==> src/rtl/eth_tx_pkg.sv <==
package eth_tx_pkg;

  typedef enum logic [2:0] {
    ST_IDLE,
    ST_WAIT,
    ST_PRE,
    ST_SFD,
    ST_DATA,
    ST_FCS
  } tx_state_e;

  typedef enum logic [1:0] {
    NB_BUF,
    NB_PAD,
    NB_END
  } next_byte_e;

  localparam logic [31:0] CRC_POLY_REFL = 32'hEDB88320;
  localparam logic [7:0]  PRE_BYTE      = 8'h55;
  localparam logic [7:0]  SFD_BYTE      = 8'hD5;

  // one bit of the reflected CRC-32 recurrence
  function automatic logic [31:0] crc_step(logic [31:0] c, logic b);
    return (c >> 1) ^ ((c[0] ^ b) ? CRC_POLY_REFL : 32'h0);
  endfunction

endpackage

==> src/rtl/eth_tx_gate.sv <==
module eth_tx_gate #(
  parameter int LEN_W   = 11,
  parameter int MAX_LEN = 1514,
  parameter int THR_A   = 5,
  parameter int THR_B   = 381,
  parameter int THR_C   = 1021
) (
  input  logic             clk,
  input  logic             rst_n,
  input  logic             capture,
  input  logic [LEN_W-1:0] req_len,
  input  logic [1:0]       req_thr,
  input  logic             req_nofcs,
  input  logic             armed,
  input  logic             grant,
  input  logic [LEN_W-1:0] buf_count,
  output logic [LEN_W-1:0] send_len,
  output logic             nofcs,
  output logic             trunc,
  output logic             go
);
  localparam logic [LEN_W-1:0] MAX_W = LEN_W'(MAX_LEN);
  localparam logic [LEN_W-1:0] TA_W  = LEN_W'(THR_A);
  localparam logic [LEN_W-1:0] TB_W  = LEN_W'(THR_B);
  localparam logic [LEN_W-1:0] TC_W  = LEN_W'(THR_C);

  logic [1:0] thr_q;

  function automatic logic [LEN_W-1:0] eff_threshold(logic [1:0] sel, logic [LEN_W-1:0] len);
    logic [LEN_W-1:0] t;
    case (sel)
      2'd0:    t = TA_W;
      2'd1:    t = TB_W;
      2'd2:    t = TC_W;
      default: t = len;
    endcase
    return (t < len) ? t : len;
  endfunction

  always_ff @(posedge clk) begin
    if (!rst_n) begin
      send_len <= '0;
      thr_q    <= '0;
      nofcs    <= 1'b0;
      trunc    <= 1'b0;
    end else if (capture) begin
      send_len <= (req_len > MAX_W) ? MAX_W : req_len;
      trunc    <= (req_len > MAX_W);
      thr_q    <= req_thr;
      nofcs    <= req_nofcs;
    end
  end

  assign go = armed && grant && (buf_count >= eff_threshold(thr_q, send_len));
endmodule

==> src/rtl/eth_tx_shifter.sv <==
module eth_tx_shifter #(
  parameter int W = 8
) (
  input  logic         clk,
  input  logic         rst_n,
  input  logic         load,
  input  logic [W-1:0] load_val,
  input  logic         bit_en,
  output logic         ser_bit,
  output logic         last_bit
);
  localparam int CW = $clog2(W);
  localparam logic [CW-1:0] LAST = CW'(W - 1);

  logic [W-1:0]  sh;
  logic [CW-1:0] cnt;

  always_ff @(posedge clk) begin
    if (!rst_n) begin
      sh  <= '0;
      cnt <= '0;
    end else if (load) begin
      sh  <= load_val;
      cnt <= '0;
    end else if (bit_en) begin
      sh  <= sh >> 1;
      cnt <= cnt + 1'b1;
    end
  end

  assign ser_bit  = sh[0];
  assign last_bit = (cnt == LAST);
endmodule

==> src/rtl/eth_tx_fcs.sv <==
module eth_tx_fcs
  import eth_tx_pkg::*;
(
  input  logic clk,
  input  logic rst_n,
  input  logic init,
  input  logic upd,
  input  logic upd_bit,
  input  logic seal,
  input  logic shift,
  output logic fcs_bit
);
  logic [31:0] crc_q;

  always_ff @(posedge clk) begin
    if (!rst_n)      crc_q <= '1;
    else if (init)   crc_q <= '1;
    else if (seal)   crc_q <= ~crc_step(crc_q, upd_bit);
    else if (upd)    crc_q <= crc_step(crc_q, upd_bit);
    else if (shift)  crc_q <= crc_q >> 1;
  end

  assign fcs_bit = crc_q[0];
endmodule

==> src/rtl/eth_tx_framer.sv <==
module eth_tx_framer
  import eth_tx_pkg::*;
#(
  parameter int LEN_W     = 11,
  parameter int MAX_LEN   = 1514,
  parameter int MIN_LEN   = 60,
  parameter int PRE_BYTES = 7,
  parameter int THR_A     = 5,
  parameter int THR_B     = 381,
  parameter int THR_C     = 1021
) (
  input  logic             clk,
  input  logic             rst_n,
  input  logic             bit_en,
  input  logic             start,
  input  logic [LEN_W-1:0] frame_len,
  input  logic [1:0]       thr_sel,
  input  logic             no_fcs,
  input  logic             grant,
  input  logic [LEN_W-1:0] buf_count,
  output logic [LEN_W-1:0] rd_addr,
  output logic             rd_en,
  input  logic [7:0]       rd_data,
  output logic             tx_bit,
  output logic             tx_active,
  output logic             ready,
  output logic             done,
  output logic             trunc_err
);
  localparam int PW = $clog2(PRE_BYTES + 1);
  localparam logic [PW-1:0]    PRE_LAST = PW'(PRE_BYTES - 1);
  localparam logic [LEN_W-1:0] MIN_W    = LEN_W'(MIN_LEN);

  tx_state_e        state;
  logic [PW-1:0]    pre_cnt;
  logic [LEN_W-1:0] data_pos;
  logic [4:0]       fcs_cnt;

  logic [LEN_W-1:0] send_len;
  logic             nofcs, trunc, go;
  logic             ser_bit, last_bit, fcs_bit;

  // named internal events
  logic       capture, byte_end, payload_end, frame_end, sh_load;
  logic [7:0] sh_val;
  next_byte_e nb;

  function automatic next_byte_e classify(logic [LEN_W-1:0] pos, logic [LEN_W-1:0] len);
    if (pos < len)        return NB_BUF;
    else if (pos < MIN_W) return NB_PAD;
    else                  return NB_END;
  endfunction

  assign capture     = start && (state == ST_IDLE);
  assign tx_active   = (state == ST_PRE) || (state == ST_SFD) || (state == ST_DATA) || (state == ST_FCS);
  assign ready       = (state == ST_IDLE);
  assign byte_end    = bit_en && last_bit && ((state == ST_PRE) || (state == ST_SFD) || (state == ST_DATA));
  assign payload_end = byte_end && ((state == ST_SFD) || (state == ST_DATA));
  assign nb          = classify(data_pos, send_len);
  assign rd_addr     = data_pos;
  assign rd_en       = payload_end && (nb == NB_BUF);
  assign frame_end   = (byte_end && (state == ST_DATA) && (nb == NB_END) && nofcs)
                    || (bit_en && (state == ST_FCS) && (fcs_cnt == 5'd31));

  always_comb begin
    sh_load = 1'b0;
    sh_val  = 8'h00;
    if (go) begin
      sh_load = 1'b1;
      sh_val  = PRE_BYTE;
    end else if (byte_end && (state == ST_PRE)) begin
      sh_load = 1'b1;
      sh_val  = (pre_cnt == PRE_LAST) ? SFD_BYTE : PRE_BYTE;
    end else if (payload_end && (nb != NB_END)) begin
      sh_load = 1'b1;
      sh_val  = (nb == NB_BUF) ? rd_data : 8'h00;
    end
  end

  eth_tx_gate #(
    .LEN_W(LEN_W), .MAX_LEN(MAX_LEN), .THR_A(THR_A), .THR_B(THR_B), .THR_C(THR_C)
  ) u_gate (
    .clk(clk), .rst_n(rst_n), .capture(capture), .req_len(frame_len), .req_thr(thr_sel),
    .req_nofcs(no_fcs), .armed(state == ST_WAIT), .grant(grant), .buf_count(buf_count),
    .send_len(send_len), .nofcs(nofcs), .trunc(trunc), .go(go)
  );

  eth_tx_shifter #(.W(8)) u_shift (
    .clk(clk), .rst_n(rst_n), .load(sh_load), .load_val(sh_val), .bit_en(bit_en),
    .ser_bit(ser_bit), .last_bit(last_bit)
  );

  eth_tx_fcs u_fcs (
    .clk(clk), .rst_n(rst_n), .init(go),
    .upd(bit_en && (state == ST_DATA)), .upd_bit(ser_bit),
    .seal(byte_end && (state == ST_DATA) && (nb == NB_END) && !nofcs),
    .shift(bit_en && (state == ST_FCS)), .fcs_bit(fcs_bit)
  );

  always_ff @(posedge clk) begin
    if (!rst_n) begin
      state    <= ST_IDLE;
      pre_cnt  <= '0;
      data_pos <= '0;
      fcs_cnt  <= '0;
    end else begin
      case (state)
        ST_IDLE: if (capture) state <= ST_WAIT;
        ST_WAIT: if (go) begin
          state    <= ST_PRE;
          pre_cnt  <= '0;
          data_pos <= '0;
        end
        ST_PRE: if (byte_end) begin
          if (pre_cnt == PRE_LAST) state <= ST_SFD;
          else                     pre_cnt <= pre_cnt + 1'b1;
        end
        ST_SFD: if (byte_end) begin
          state    <= ST_DATA;
          data_pos <= data_pos + 1'b1;
        end
        ST_DATA: if (byte_end) begin
          if (nb == NB_END) begin
            state   <= nofcs ? ST_IDLE : ST_FCS;
            fcs_cnt <= '0;
          end else begin
            data_pos <= data_pos + 1'b1;
          end
        end
        ST_FCS: if (bit_en) begin
          if (fcs_cnt == 5'd31) state <= ST_IDLE;
          else                  fcs_cnt <= fcs_cnt + 1'b1;
        end
        default: state <= ST_IDLE;
      endcase
    end
  end

  always_ff @(posedge clk) begin
    if (!rst_n) begin
      done      <= 1'b0;
      trunc_err <= 1'b0;
    end else begin
      done      <= frame_end;
      trunc_err <= frame_end && trunc;
    end
  end

  assign tx_bit = (state == ST_FCS) ? fcs_bit : (tx_active && ser_bit);
endmodule

==> config.mk <==
export PLATFORM = sky130hd
export DESIGN_NAME = eth_tx_framer
export DESIGN_NICKNAME = d
export VERILOG_FILES = /design/src/rtl/eth_tx_pkg.sv /design/src/rtl/eth_tx_gate.sv /design/src/rtl/eth_tx_shifter.sv /design/src/rtl/eth_tx_fcs.sv /design/src/rtl/eth_tx_framer.sv
export SDC_FILE = /design/constraint.sdc
export NUM_CORES = 1
export LEC_CHECK = 0
export BUFFER_PORTS_ARGS = -buffer_cell sky130_fd_sc_hd__buf_2
export CAP_MARGIN = 20
export CORE_UTILIZATION = 60
export CTS_BUF_LIST = sky130_fd_sc_hd__clkbuf_4
export CTS_CLUSTER_SIZE = 28
export DETAILED_ROUTE_END_ITERATION = 7
export GPL_TIMING_DRIVEN = 0
export MAX_ROUTING_LAYER = met4
export PLACE_DENSITY = 0.79
export SYNTH_ARGS = -nofsm -noshare
export SYNTH_HDL_FRONTEND = slang
export SYNTH_SLANG_ARGS = --single-unit
==> constraint.sdc <==
create_clock -name clk -period 5.03 [get_ports clk]
set_input_delay 0.2515 -clock clk [delete_from_list [all_inputs] [get_ports clk]]
set_output_delay 0.2515 -clock clk [all_outputs]
set_load 0.1 [all_outputs]
---- Word level (Yosys, flattened, before mapping) ----
Cells that the tools add are included.
word-level totals
  memory bits (read-only) ................. 0
  bits in writable memories ............... 0
  bits in latches ......................... 0
  logic and storage cells ................. 133
  register bits ........................... 82
  memories kept ........................... 0
cells by class
  multiplexer cells ....................... 45
  order comparisons ....................... 5
  shifts and indexed selects .............. 0
  eq/ne operators ......................... 24
  reduce and logical (&&, ||, !) cells .... 38
  divide/modulo/power cells ............... 0
  $mul .................................... 0
  add/sub/neg operators ................... 4
  bitwise operators ....................... 4
operator list
  operator                 number
  $mux W32                 4
  $mux W11                 6
  $pmux W11 S3             2
  $mux W8                  7
  $mux W3                  13
  $not A32 Y32             1
  $xor A31 B32 Y32         1
  $lt A11 B11 Y1           2
  $mux W5                  4
  $ne A2 B2 Y1 const B     10
  $logic_and A1 B1 Y1      18
  $pmux W3 S6              1
  $eq A3 B3 Y1 const B     4
  $add A11 B1 Y11 const B  1
  $ge A11 B11 Y1           1
  $gt A11 B11 Y1 const B   1
  $lt A11 B6 Y1 const B    1
  $pmux W5 S2              1
  $reduce_and A5 Y1        2
  $reduce_and A9 Y1        1
  $add A3 B1 Y3 const B    2
  $eq A3 B2 Y1 const B     2
  $ne A2 B1 Y1 const B     3
  $pmux W3 S2              1
  17 further kinds         31

---- Depth between registers and ports, before layout ----
  word-level depth ........................ 10
  mapped depth ............................ 21

---- Cells and area by module ----
From an unflattened synthesis, not the netlist that was laid out.
unflattened totals
  cell total of the unflattened synthesis .. 590
  area, all modules ....................... 4999.8 µm²
modules (own cells, without submodules)
  module          area an instance (µm²)  cells an instance  instances
  eth_tx_framer   1819.2                  239                1
  eth_tx_fcs      1411.4                  163                1
  eth_tx_gate     1243.7                  141                1
  eth_tx_shifter  525.5                   47                 1

---- Least setup slack after synthesis ----
No wires, ideal clock.
  kind .................................... register to register
  start ................................... register u_gate.thr_q[0]
  end ..................................... register u_shift.sh[0]
  stages on the path, launching flop included .. 22
  path slack .............................. 844 ps
  data arrival time ....................... 4069 ps
  data required time ...................... 4913 ps
  cells stage by stage .................... dfxtp_1 > ha_1 > clkbuf_1 > nor2b_1 > a21oi_1 > ha_1 > a21o_1 > a21o_1 > a21oi_1 > o21ai_0 > o21ai_0 > a21oi_1 > mux2i_1 > ha_1 > a21oi_1 > o21ai_0 > a21oi_1 > a21oi_1 > nor2_1 > a21boi_1 > nand2_1 > a32o_1
on the way
  cells in the longest elaborated chain, start to end .. 8
  elaborated cells on any way between the ends .. 12
RTL lines
  what                                           RTL line              text
  start: declaration                             eth_tx_gate.sv:27     logic [1:0] thr_q;
  start signal: assignment                       eth_tx_gate.sv:49     thr_q <= req_thr;
  $eq A2 B2 Y1 (tied with other cells)           eth_tx_gate.sv:31     case (sel)
  $pmux W11 S3 *                                 eth_tx_gate.sv:31
  $lt A11 B11 Y1                                 eth_tx_gate.sv:37     return (t < len) ? t : len;
  $mux W11 *                                     eth_tx_gate.sv:37
  $ge A11 B11 Y1 *                               eth_tx_gate.sv:54     assign go = armed && grant && (buf_count >= eff_threshold(thr_q, send_len));
  $logic_and A1 B1 Y1 *                          eth_tx_gate.sv:54
  $mux W8 or $mux W1 (tied branches)             eth_tx_framer.sv:68   if (go) begin
  $mux W8 or $reduce_bool A2 Y1 (tied branches)  n/a
  end signal: assignment                         eth_tx_shifter.sv:23  sh <= load_val;
  end signal: assignment                         eth_tx_shifter.sv:26  sh <= sh >> 1;
  end: declaration                               eth_tx_shifter.sv:15  logic [W-1:0] sh;
Mark *: on every way between the ends. The rest lies on a longest branch, timed or not.
A chain may end at the register's enable or synchronous reset.

---- Final worst setup path ----
  start ................................... register u_gate.thr_q[0]
  end ..................................... register data_pos[4], in the netlist rd_addr[4]
on the way
  cells in the longest elaborated chain, start to end .. 8
  elaborated cells on any way between the ends .. 10
RTL lines
  what                                  RTL line              text
  $eq A2 B2 Y1 (tied with other cells)  eth_tx_gate.sv:31
  $pmux W11 S3 *                        eth_tx_gate.sv:31
  $lt A11 B11 Y1                        eth_tx_gate.sv:37
  $mux W11 *                            eth_tx_gate.sv:37
  $ge A11 B11 Y1 *                      eth_tx_gate.sv:54
  $logic_and A1 B1 Y1 *                 eth_tx_gate.sv:54
  $ne A2 B2 Y1 (no source line) *       n/a
  $reduce_and A5 Y1 (no source line) *  n/a
  end signal: assignment                eth_tx_framer.sv:120  data_pos <= data_pos + 1'b1;
  end signal: assignment                eth_tx_framer.sv:127  data_pos <= data_pos + 1'b1;
  end: declaration                      eth_tx_framer.sv:36   logic [LEN_W-1:0] data_pos;
Marks and branches as above.

==> results_tabular.tex <==
\begin{tabular}{lr}
\hline
Metric & Value \\
\hline
\multicolumn{2}{l}{\textbf{Timing}} \\
\quad Final worst path period share & 0.913 \\
\quad Sum of negative setup slack & 0 ns \\
\quad Fin crit period & 4.59 ns \\
\quad Highest clock rate & 218 MHz \\
\quad Fin. Hold Viols & 0 \\
\quad Setup repair after global routing missed its margin & false \\
\quad Max-slew violation count & 0 \\
\quad Setup-violating endpoint count in the final report & 0 \\
\quad Fin Hold WS & 0.0469 ns \\
\quad Transition time at the pin with the least slew margin & 0.704 ns \\
\quad Setup ws final & 0.440 ns \\
\quad Clock skew & 0.0177 ns \\
\quad Headroom to the max-slew limit & 0.527 \\
\multicolumn{2}{l}{\textbf{Synth}} \\
\quad Number of enable flip-flop cells after synthesis & 0 \\
\quad Synthesized area per cell & 8.17 um\^{}2 \\
\quad Most used DFF post-synth & sky130\_fd\_sc\_hd\_\_dfxtp\_1 \\
\quad Synth cell types & 52 \\
\quad Async set-or-reset flop fraction in the synthesized netlist & 0 \\
\quad Count of warnings emitted by yosys & 0 \\
\quad Sequential cell area fraction in the yosys report & 0.364 \\
\quad Post-synth net total & 627 \\
\quad Netlist Area Pre-Place & 4510 um\^{}2 \\
\quad Synthesis-stage register bit count & 82 \\
\quad Post-synthesis cell count & 552 \\
\multicolumn{2}{l}{\textbf{Drt}} \\
\quad Number of vias per cell & 5.65 \\
\quad Remaining antenna violation count after routing & 0 \\
\quad Routed wire length per instance & 13.8 um \\
\quad Drt pass-1 iters & 4 \\
\quad Iteration-0 DRC count of the detailed router & 210 \\
\quad Final WL & 9980 um \\
\quad Post-detailed-route DRC marker count & 0 \\
\quad Total number of vias & 4076 \\
\multicolumn{2}{l}{\textbf{CTS}} \\
\quad Library cell used as clock root buffer & sky130\_fd\_sc\_hd\_\_clkbuf\_4 \\
\quad CTS tree & done \\
\quad Total number of clock tree sinks & 82 \\
\quad Clock slew at reported path FFs & 0.14 ns \\
\quad Hold-fix buffer count after cts & 0 \\
\quad Deepest clock path buffer count & 2 \\
\quad Clock latency on the worst-skew pair & 0.43 ns \\
\quad Total CTS buffers & 9 \\
\quad Number of H-tree levels & 3 \\
\multicolumn{2}{l}{\textbf{Critical path}} \\
\quad Startpoint-to-endpoint class of the critical path & reg2reg \\
\quad Arrival time at the worst endpoint & 4.90 ns \\
\quad Crit path max fanout & 10 \\
\quad Nature of the critical path endpoint & register \\
\quad Nature of the critical path startpoint & register \\
\quad Req. time, crit path & 5.34 ns \\
\multicolumn{2}{l}{\textbf{Finish}} \\
\quad Footprint of the flip-flops and latches & 1640 um\^{}2 \\
\quad Top library cells by usage in the layout, fill and taps aside & sky130\_fd\_sc\_hd\_\_nand2\_1 (119), sky130\_fd\_sc\_hd\_\_dfxtp\_1 (82), sky130\_fd\_sc\_hd\_\_buf\_2 (61) \\
\quad Final nets & 692 \\
\quad Most common cell after layout, fill and taps aside & sky130\_fd\_sc\_hd\_\_nand2\_1 \\
\quad Count of fill cells added during filler insertion & 597 \\
\quad Number of antenna cells inserted & 0 \\
\quad Area of the multi-input gates & 2710 um\^{}2 \\
\quad Synth-to-Final Area Change & 12.4\% \\
\quad Proportion of layout cells with a drive suffix above 1 & 0.153 \\
\multicolumn{2}{l}{\textbf{Die}} \\
\quad Chip Height & 88.7 um \\
\quad Initial Util & 0.622 \\
\quad Row Count & 31 \\
\quad Die Wd & 88.7 um \\
\quad I/O pin total & 55 \\
\quad Die area & 7870 um\^{}2 \\
\quad Placeable Area & 7250 um\^{}2 \\
\multicolumn{2}{l}{\textbf{Global route}} \\
\quad Via count of the first global-routing pass & 3574 \\
\quad Initial antenna violation count & 0 \\
\quad Grt total ovfl & 0 \\
\quad GRT Resource Usage Total & 0.274 \\
\quad Wire length of the first global-routing pass & 16200 um \\
\quad Largest net degree at the start of global routing & 16 \\
\multicolumn{2}{l}{\textbf{Placement}} \\
\quad Placement Setup Slack & -0.0841 ns \\
\quad Dpl hpwl & 7650 um \\
\quad Port Buf Inserts & 54 \\
\quad Global placement routability congestion & 0.906 \\
\multicolumn{2}{l}{\textbf{Power and ir drop}} \\
\quad VDD IR-drop max & 172 uV \\
\quad Pleak & 2.24 nW \\
\quad Total power density per cell area & 360 nW/um\^{}2 \\
\multicolumn{2}{l}{\textbf{Min path}} \\
\quad Min-Delay Path Class & in2reg \\
\multicolumn{2}{l}{\textbf{Outcome}} \\
\quad Status & finished clean \\
\multicolumn{2}{l}{\textbf{Run}} \\
\quad Max-cap violations & 0 \\
\hline
\end{tabular}
## report_power, final
group | internal [mW] | switching (mW)
combinational | 0.258 | 0.436
sequential | 0.699 | 0.0378
clock | 0.154 | 0.239
total | 1.11 | 0.713
## through the flow
step | utilization | cells | area [um^2] | power, mW
global route | 0.699 | 721 | 5070 | 1.95
global placement | 0.676 | 705 | 4900 | 1.41
floorplan | - | 552 | 4510 | 1.27
finish | 0.699 | 721 | 5070 | 1.82
detailed placement | 0.676 | 705 | 4900 | 1.43
CTS | 0.696 | 721 | 5050 | 1.82
## state kept, by name (all words and copies together), names as in the netlist
register and count:
rd_addr 11, u_shift.sh 8, u_gate.thr_q 2, u_gate.send_len 11, trunc_err 1, u_fcs.crc_q 32
u_shift.cnt 3, pre_cnt 3, fcs_cnt 5, done 1, state 3, u_gate.trunc 1
u_gate.nofcs 1
## cell usage after synthesis, drive strengths merged, types with 2 or more instances
library cell	n	area share
nor2	37	0.031
xor2	12	0.023
nor2b	7	0.0097
or3	2	0.0028
buf	9	0.011
nor3	7	0.0078
and3	4	0.0058
o2111ai	28	0.054
o211ai	3	0.0050
a21boi	14	0.023
o21ai	30	0.034
a211oi	3	0.0050
clkbuf	15	0.012
and2	5	0.0069
nand2b	8	0.011
mux2i	14	0.031
a21oi	37	0.041
dfxtp	82	0.36
a32o	3	0.0067
or2	2	0.0028
ha	37	0.10
a211o	2	0.0039
inv	19	0.016
a21o	4	0.0067
nand3	16	0.018
nand2	120	0.10
nor3b	3	0.0072
xnor2	7	0.014
nand4	8	0.011
## kinds of logic after synthesis
kind of cell,Yosys count,share of synthesized area
AND/OR/NAND/NOR,224,0.224
AO/OA/AOI/OAI,132,0.200
flip-flops,82,0.364
buffers and inverters,43,0.0394
adder cells (fa/ha/maj),37,0.103
XOR/XNOR,19,0.0369
multiplexers,15,0.0336
## path summary, 6_finish.rpt
check	startpoint	to	slack (ns)	cells past startpoint
setup / recovery	u_gate.thr_q[0]$_SDFFE_PN0P_	rd_addr[4]$_SDFFE_PN0P_	0.44	19
hold / removal	rd_data[5]	u_shift.sh[5]$_SDFFE_PN0P_	0.05	3
setup reg to reg	u_gate.thr_q[0]$_SDFFE_PN0P_	rd_addr[4]$_SDFFE_PN0P_	0.44	19
hold reg to reg	u_gate.trunc$_SDFFE_PN0P_	u_gate.trunc$_SDFFE_PN0P_	0.48	2
## area by class of cell
| class | count | share of cell area |
|---|---|---|
| Clock inverter | 7 | 0.0148 |
| Multi-Input combinational cell | 427 | 0.535 |
| Buffer | 24 | 0.0217 |
| Tap cell | 99 | 0.0244 |
| Clock buffer | 9 | 0.0133 |
| Timing Repair Buffer | 54 | 0.0533 |
| Inverter | 19 | 0.0141 |
| Sequential cell | 82 | 0.324 |
## worst max-delay path, stage by stage (launching register included)
cell and delay [ns]:
sky130_fd_sc_hd__dfxtp_1 0.39, sky130_fd_sc_hd__ha_1 0.16, sky130_fd_sc_hd__clkbuf_1 0.31, sky130_fd_sc_hd__inv_1 0.18, sky130_fd_sc_hd__o21ai_0 0.25, sky130_fd_sc_hd__ha_1 0.29
sky130_fd_sc_hd__a21o_1 0.18, sky130_fd_sc_hd__a211oi_1 0.21, sky130_fd_sc_hd__o21ai_0 0.11, sky130_fd_sc_hd__o21ai_0 0.18, sky130_fd_sc_hd__a21oi_4 0.13, sky130_fd_sc_hd__mux2i_1 0.16
sky130_fd_sc_hd__ha_1 0.31, sky130_fd_sc_hd__a21oi_1 0.06, sky130_fd_sc_hd__o21ai_0 0.29, sky130_fd_sc_hd__nand2b_1 0.16, sky130_fd_sc_hd__a21oi_2 0.33, sky130_fd_sc_hd__nand2b_1 0.29
sky130_fd_sc_hd__clkbuf_1 0.38, sky130_fd_sc_hd__nor2_1 0.09
## routing by layer
layer  track usage  share of wire  vias to the layer above  wire length [um]
li1              -              -                     2098                 -
met2         0.462           0.49                       84              4890
met4        0.0733          0.015                        0               153
met3        0.0485          0.030                       15               299
met5             -              0                        -                 0
met1         0.339           0.46                     1879              4640
## timing repair
| item | CTS | global route |
|---|---|---|
| gates cloned | 0 | 0 |
| endpoints found under the setup margin | 13 | 49 |
| buffers inserted | 0 | 0 |
| gates resized for setup | 1 | 9 |
No activity file was read; power rests on OpenSTA's default activity.
